==> config.mk <==
export PLATFORM = sky130hd
export DESIGN_NAME = spi_regport
export DESIGN_NICKNAME = d
export VERILOG_FILES = /design/src/rtl/spi_regport_pkg.sv /design/src/rtl/spi_regport_sync.sv /design/src/rtl/spi_regport_frame.sv /design/src/rtl/spi_regport_regs.sv /design/src/rtl/spi_regport.sv
export SDC_FILE = /design/constraint.sdc
export NUM_CORES = 1
export LEC_CHECK = 0
export ABC_AREA = 1
export CELL_PAD_IN_SITES_DETAIL_PLACEMENT = 1
export CELL_PAD_IN_SITES_GLOBAL_PLACEMENT = 1
export CORE_AREA = 3 3 132 146
export DETAILED_ROUTE_END_ITERATION = 12
export DIE_AREA = 0 0 135 149
export PLACE_DENSITY = 0.79
export SETUP_SLACK_MARGIN = 0.3
export SYNTH_ARGS = -nofsm -noshare
export SYNTH_HDL_FRONTEND = slang
export SYNTH_SLANG_ARGS = --single-unit
==> constraint.sdc <==
create_clock -name clk -period 2.3 [get_ports clk]
set_input_delay 0.23 -clock clk [delete_from_list [all_inputs] [get_ports clk]]
set_output_delay 0.23 -clock clk [all_outputs]
set_load 0.02 [all_outputs]
==> src/rtl/spi_regport_pkg.sv <==
package spi_regport_pkg;
  localparam int REG_W     = 8;
  localparam int ADDR_W    = 4;
  localparam int NUM_REGS  = 1 << ADDR_W;
  localparam int RW_BIT    = 7;
  localparam int LSB_BIT   = 6;
  localparam int SRST_BIT  = 5;

  function automatic logic [REG_W-1:0] reg_default(input int idx);
    case (idx)
      1:       return 8'hD4;
      5, 9:    return 8'h0F;
      default: return '0;
    endcase
  endfunction

  function automatic logic [NUM_REGS*REG_W-1:0] bank_default();
    logic [NUM_REGS*REG_W-1:0] v;
    for (int i = 0; i < NUM_REGS; i++) v[i*REG_W +: REG_W] = reg_default(i);
    return v;
  endfunction
endpackage

==> src/rtl/spi_regport_sync.sv <==
module spi_regport_sync #(
  parameter int              W       = 3,
  parameter int              STAGES  = 2,
  parameter logic [W-1:0]    RST_VAL = '0
) (
  input  logic         clk,
  input  logic         rst,
  input  logic [W-1:0] din,
  output logic [W-1:0] dout
);
  logic [STAGES-1:0][W-1:0] chain;

  always_ff @(posedge clk) begin
    if (rst) begin
      for (int i = 0; i < STAGES; i++) chain[i] <= RST_VAL;
    end else begin
      chain[0] <= din;
      for (int i = 1; i < STAGES; i++) chain[i] <= chain[i-1];
    end
  end

  assign dout = chain[STAGES-1];
endmodule

==> src/rtl/spi_regport_frame.sv <==
module spi_regport_frame
  import spi_regport_pkg::*;
(
  input  logic              clk,
  input  logic              rst,
  input  logic              sclk_s,
  input  logic              cs_n_s,
  input  logic              sdi_s,
  input  logic              lsb_first,
  input  logic [REG_W-1:0]  rd_data,
  output logic [ADDR_W-1:0] rd_addr,
  output logic              wr_stb,
  output logic [ADDR_W-1:0] wr_addr,
  output logic [REG_W-1:0]  wr_data,
  output logic              sdo_q,
  output logic              sdo_oe
);
  localparam int FRAME_BITS = 2 * REG_W;
  localparam int CNT_W      = $clog2(FRAME_BITS + 1);
  localparam int IDX_W      = $clog2(REG_W);
  localparam logic [CNT_W-1:0] BYTE_LAST  = CNT_W'(REG_W - 1);
  localparam logic [CNT_W-1:0] FRAME_LAST = CNT_W'(FRAME_BITS - 1);
  localparam logic [CNT_W-1:0] FRAME_END  = CNT_W'(FRAME_BITS);
  localparam logic [CNT_W-1:0] DATA_FIRST = CNT_W'(REG_W);

  logic             sclk_d;
  logic [CNT_W-1:0] cnt;
  logic [REG_W-1:0] sh, nxt, ctrl;
  logic             rise, fall, ctrl_ok, is_rd, in_data, out_bit;
  logic [IDX_W-1:0] k_idx;

  assign rise    = sclk_s & ~sclk_d;
  assign fall    = ~sclk_s & sclk_d;
  assign nxt     = lsb_first ? {sdi_s, sh[REG_W-1:1]} : {sh[REG_W-2:0], sdi_s};
  assign ctrl_ok = (ctrl[RW_BIT-1:ADDR_W] == '0);
  assign is_rd   = ctrl_ok & ctrl[RW_BIT];
  assign in_data = (cnt >= DATA_FIRST) && (cnt < FRAME_END);
  assign k_idx   = IDX_W'(cnt - DATA_FIRST);
  assign out_bit = lsb_first ? rd_data[k_idx] : rd_data[REG_W-1-int'(k_idx)];
  assign rd_addr = ctrl[ADDR_W-1:0];

  always_ff @(posedge clk) begin
    wr_stb <= 1'b0;
    if (rst) begin
      sclk_d  <= 1'b0;
      cnt     <= '0;
      sh      <= '0;
      ctrl    <= '0;
      wr_addr <= '0;
      wr_data <= '0;
      sdo_q   <= 1'b0;
      sdo_oe  <= 1'b0;
    end else begin
      sclk_d <= sclk_s;
      sdo_oe <= ~cs_n_s;
      if (cs_n_s) begin
        cnt   <= '0;
        sdo_q <= 1'b0;
      end else if (rise && cnt < FRAME_END) begin
        sh  <= nxt;
        cnt <= cnt + 1'b1;
        if (cnt == BYTE_LAST) ctrl <= nxt;
        if (cnt == FRAME_LAST) begin
          wr_stb  <= ctrl_ok & ~ctrl[RW_BIT];
          wr_addr <= ctrl[ADDR_W-1:0];
          wr_data <= nxt;
        end
      end else if (fall && in_data && is_rd) begin
        sdo_q <= out_bit;
      end
    end
  end

  p_cnt_bound_r10: assert property (@(posedge clk) disable iff (rst)
    cnt <= FRAME_END);
  p_no_commit_idle_r9: assert property (@(posedge clk) disable iff (rst)
    cs_n_s |=> !wr_stb);
  p_sdo_hold_rise_r3: assert property (@(posedge clk) disable iff (rst)
    (rise && !cs_n_s) |=> $stable(sdo_q));
endmodule

==> src/rtl/spi_regport_regs.sv <==
module spi_regport_regs
  import spi_regport_pkg::*;
#(
  parameter int LAST_ADDR = 11,
  parameter int HOLE_ADDR = 3
) (
  input  logic                      clk,
  input  logic                      rst,
  input  logic                      wr_stb,
  input  logic [ADDR_W-1:0]         wr_addr,
  input  logic [REG_W-1:0]          wr_data,
  input  logic [ADDR_W-1:0]         rd_addr,
  output logic [REG_W-1:0]          rd_data,
  output logic                      lsb_first,
  output logic [NUM_REGS*REG_W-1:0] bank
);
  localparam logic [NUM_REGS*REG_W-1:0] BANK_DEF = bank_default();

  function automatic logic addr_ok(input logic [ADDR_W-1:0] a);
    return (int'(a) <= LAST_ADDR) && (int'(a) != HOLE_ADDR);
  endfunction

  logic [REG_W-1:0] regs [NUM_REGS];
  logic             srst;

  assign srst = wr_stb && (wr_addr == '0) && wr_data[SRST_BIT];

  for (genvar i = 0; i < NUM_REGS; i++) begin : g_reg
    if (i <= LAST_ADDR && i != HOLE_ADDR) begin : g_rw
      always_ff @(posedge clk) begin
        if (rst || srst)
          regs[i] <= reg_default(i);
        else if (wr_stb && wr_addr == ADDR_W'(i))
          regs[i] <= wr_data;
      end
    end else begin : g_fixed
      assign regs[i] = reg_default(i);
    end
    assign bank[i*REG_W +: REG_W] = regs[i];
  end

  assign rd_data   = addr_ok(rd_addr) ? regs[rd_addr] : '0;
  assign lsb_first = regs[0][LSB_BIT];

  p_hole_ignored_r8: assert property (@(posedge clk) disable iff (rst)
    (wr_stb && !addr_ok(wr_addr)) |=> $stable(bank));
  p_soft_reset_r6: assert property (@(posedge clk) disable iff (rst)
    srst |=> (bank == BANK_DEF));
  p_write_lands_r2: assert property (@(posedge clk) disable iff (rst)
    (wr_stb && addr_ok(wr_addr) && !srst) |=>
      (bank[$past(wr_addr)*REG_W +: REG_W] == $past(wr_data)));
endmodule

==> src/rtl/spi_regport.sv <==
module spi_regport
  import spi_regport_pkg::*;
#(
  parameter int SYNC_STAGES = 2,
  parameter int LAST_ADDR   = 11,
  parameter int HOLE_ADDR   = 3
) (
  input  logic                      clk,
  input  logic                      rst,
  input  logic                      spi_sclk,
  input  logic                      spi_cs_n,
  input  logic                      spi_sdi,
  output logic                      spi_sdo,
  output logic                      spi_sdo_oe,
  output logic [NUM_REGS*REG_W-1:0] cfg_bank
);
  logic              sclk_s, cs_n_s, sdi_s, lsb_first, wr_stb;
  logic [ADDR_W-1:0] rd_addr, wr_addr;
  logic [REG_W-1:0]  rd_data, wr_data;

  spi_regport_sync #(.W(3), .STAGES(SYNC_STAGES), .RST_VAL(3'b010)) u_sync (
    .clk  (clk),
    .rst  (rst),
    .din  ({spi_sclk, spi_cs_n, spi_sdi}),
    .dout ({sclk_s, cs_n_s, sdi_s})
  );

  spi_regport_frame u_frame (
    .clk       (clk),
    .rst       (rst),
    .sclk_s    (sclk_s),
    .cs_n_s    (cs_n_s),
    .sdi_s     (sdi_s),
    .lsb_first (lsb_first),
    .rd_data   (rd_data),
    .rd_addr   (rd_addr),
    .wr_stb    (wr_stb),
    .wr_addr   (wr_addr),
    .wr_data   (wr_data),
    .sdo_q     (spi_sdo),
    .sdo_oe    (spi_sdo_oe)
  );

  spi_regport_regs #(.LAST_ADDR(LAST_ADDR), .HOLE_ADDR(HOLE_ADDR)) u_regs (
    .clk       (clk),
    .rst       (rst),
    .wr_stb    (wr_stb),
    .wr_addr   (wr_addr),
    .wr_data   (wr_data),
    .rd_addr   (rd_addr),
    .rd_data   (rd_data),
    .lsb_first (lsb_first),
    .bank      (cfg_bank)
  );

  p_oe_quiet_r4: assert property (@(posedge clk) disable iff (rst)
    !spi_sdo_oe |-> !spi_sdo);
endmodule

==> flow_metrics.env <==
export IMPL_cts_sinks=131
export IMPL_row_count=51
export IMPL_total_leakage_power_nw=3.06
export IMPL_max_cap_violations=0
export IMPL_crit_path_top_delay_cell="nor3_1"
export IMPL_tritoncts="done"
export IMPL_drive_gt1_share_pct=8.68
export IMPL_htreeDepth=4
export IMPL_route_detailed_drc=0
export IMPL_p_sw_share_pct=21.3
export IMPL_maxSlewHeadroom_pct=48.3
export IMPL_fin_tns_setup_ps=0
export IMPL_place_inst=1189
export IMPL_combPwrFrac_pct=2.7
export IMPL_drt_iter0_markers=529
export IMPL_p_int_mw=3.98
export IMPL_hold_viol_final=0
export IMPL_clk_pin_slew_worst_paths_ps=60
export IMPL_synth_edff_count=0
export IMPL_antenna_found_initial=0
export IMPL_ir_drop_mv=0.498
export IMPL_hp_class="input port to flop"
export IMPL_path_class="flop to flop"
export IMPL_grt_pass1_wl_um=34900
export IMPL_initial_core_util_pct=34.9
export IMPL_async_reset_ff_share_pct=0
export IMPL_p_switching_mw=1.08
export IMPL_path_cells="inv_1 > nor3_1 > buf_4 > nand2_1 > nand2_1 > o211ai_1"
export IMPL_syn2layout_area_growth_pct=26.8
export IMPL_powerDensity_nw_per_um2=641
export IMPL_die_width_um=135
export IMPL_drv_slew=0
export IMPL_fmax_mhz=534
export IMPL_setup_ws_ps=429
export IMPL_avgViaCountPerCell=5.19
export IMPL_insertion_delay_ps=430
export IMPL_status="finished, final reports clean"
export IMPL_fillCellCount=2199
export IMPL_boundaryPins=135
export IMPL_postCtsSetupRepairBufs=0
export IMPL_endpoint_kind="flop"
export IMPL_syn_inst=873
export IMPL_gp_congestion=0.892
export IMPL_port_buffers=94
export IMPL_required_ps=2580
export IMPL_die_h_um=149
export IMPL_routedWlPerCell_um=18.4
export IMPL_grt_max_degree=53
export IMPL_ys_seq_area_share_pct=42.2
export IMPL_cts_root_buf="clkbuf_16"
export IMPL_crit_arrival_ps=2150
export IMPL_rsz0062_at_grt="false"
export IMPL_seqPwrFrac_pct=45.1
export IMPL_die_area_um2=20100
export IMPL_instances_no_fill=1217
export IMPL_worst_pin_slew_ps=775
export IMPL_insertedDiodeCount=0
export IMPL_syn_area_per_cell_um2=7.12
export IMPL_ant_nets=0
export IMPL_period_needed_ps=1870
export IMPL_track_usage_pct=22.3
export IMPL_ys_warn_count=0
export IMPL_overflow=0
export IMPL_coreArea_um2=17800
export IMPL_syn_area_um2=6220
export IMPL_crit_path_max_incr_delay_ps=400
export IMPL_clock_skew_final_ps=9.11
export IMPL_p_clk_share_pct=52.2
export IMPL_cp_max_fo=12
export IMPL_startpoint_type="flop"
export IMPL_drtPass1Iterations=5
export IMPL_hpwlAfterDp_um=16000
export IMPL_dp_slack_ps=400
export IMPL_cts_buffers=17
export IMPL_fin_crit_sh_pct=81.4
export IMPL_layout_cells_most_common="nand2_1"
export IMPL_grt_pass1_vias=6159
export IMPL_final_cell_mix="215 x nand2_1, 129 x dfxtp_1, 112 x nand3_1"
export IMPL_synth_flop_cell="dfxtp_1"
export IMPL_ys_seq_elements=131
export IMPL_clockBufferDepth=2
export IMPL_routed_wl_um=22400
export IMPL_via_count=6312
export IMPL_setup_viol=0
export IMPL_ys_types=31
export IMPL_nets=978
export IMPL_crit_path_frequent_cell="nand2_1"
[cells in the mapped netlist, types with 2 or more instances]
cell type / n / area [µm²]
nand2_1: 215 / 807
dfxtp_1: 131 / 2620
nand3_1: 112 / 561
a21oi_1: 87 / 435
inv_1: 73 / 274
nor2_1: 59 / 221
buf_4: 51 / 383
clkbuf_1: 24 / 90.1
o21ai_0: 22 / 110
o211ai_1: 17 / 128
a211oi_1: 11 / 82.6
a221oi_1: 11 / 96.3
o21ai_1: 11 / 55.1
buf_2: 10 / 50.1
inv_2: 6 / 22.5
buf_6: 5 / 56.3
nor3_2: 5 / 50.1
ha_1: 3 / 37.5
nor3_1: 3 / 15.0
o22ai_1: 3 / 18.8
or2_2: 3 / 18.8
nor4_1: 2 / 12.5
[logic make-up after synthesis]
family                     synth area share [%]
xor gates and xnor gates                  0.141
buffers and inverters                      14.2
AOI/OAI and AO/OA                          15.2
adders and majority gates                 0.604
and+or+nand+nor                            27.7
other                                    0.0603
DFF                                        42.2
[area by class of cell]
| class | count | area [µm²] | area share, % |
|---|---|---|---|
| multi-input cells | 610 | 2860 | 36.3 |
| flip-flops and latches | 131 | 2630 | 33.3 |
| repair buffers | 130 | 1230 | 15.7 |
| clock buffers | 22 | 484 | 6.14 |
| inverters | 80 | 304 | 3.86 |
| well taps | 238 | 298 | 3.78 |
| clock inverters | 6 | 80.1 | 1.02 |
[repair_timing]
action,4_1_cts,5_1_grt
resized for setup,0,8
endpoints found under the setup margin,0,1
hold buffers,0,0
[worst max-delay path: cells and delay by family (launching register included)]
family | cells | cell delay (ps)
buf+inv | 2 | 370
simple gates | 3 | 880
flops | 1 | 350
compound gates | 1 | 120
[metrics by stage]
| step | util, % | hold slack, ps | cell area [µm²] | power, mW |
|---|---|---|---|---|
| after CTS | 44.2 | 306 | 7870 | 5.09 |
| after detailed placement | 41.0 | 396 | 7300 | 2.46 |
| after floorplan | - | 334 | 6360 | 2.49 |
| after global placement | 41.0 | 391 | 7300 | 2.46 |
| after global routing | 44.3 | 318 | 7890 | 5.22 |
| final | 44.3 | 317 | 7890 | 5.06 |
[routing by layer]
layer | vias to the layer above | track usage [%] | part of all wire (%)
met1 | 3079 | 28.3 | 42
met5 | - | 0 | 0
met3 | 40 | 4.05 | 6.0
li1 | 2989 | - | -
met2 | 204 | 37.7 | 49
met4 | 0 | 8.47 | 2.7
[registers in the layout (all words and copies together), names as in the netlist]
| name | count |
|---|---|
| u_frame.cnt | 5 |
| u_frame.ctrl | 8 |
| u_frame.sclk_d | 1 |
| u_frame.sdo_oe | 1 |
| u_frame.sdo_q | 1 |
| u_frame.sh | 8 |
| u_frame.wr_addr | 4 |
| u_frame.wr_data | 8 |
| u_frame.wr_stb | 1 |
| u_regs.bank | 88 |
| u_sync.chain | 3 |
| u_sync.dout | 3 |
[power by group through the flow]
stage | clock (mW) | combinational (mW) | sequential [mW]
after floorplan | 0 | 0.158 | 2.33
after global placement | 0 | 0.133 | 2.33
after detailed placement | 0 | 0.134 | 2.33
after CTS | 2.68 | 0.134 | 2.28
after global routing | 2.79 | 0.147 | 2.28
final | 2.64 | 0.136 | 2.28
[worst paths after layout]
path | from | endpoint | slack (ps) | cells after the start
worst max register to register | u_frame.wr_addr[0] | u_regs.bank[40] | 430 | 6
worst min-delay path | spi_sdi | u_sync.chain[0] | 320 | 3
worst min register to register | u_sync.chain[0] | u_sync.dout[0] | 400 | 2
worst max-delay path | u_frame.wr_addr[0] | u_regs.bank[40] | 430 | 6
Power figures use the tool's default switching activity.
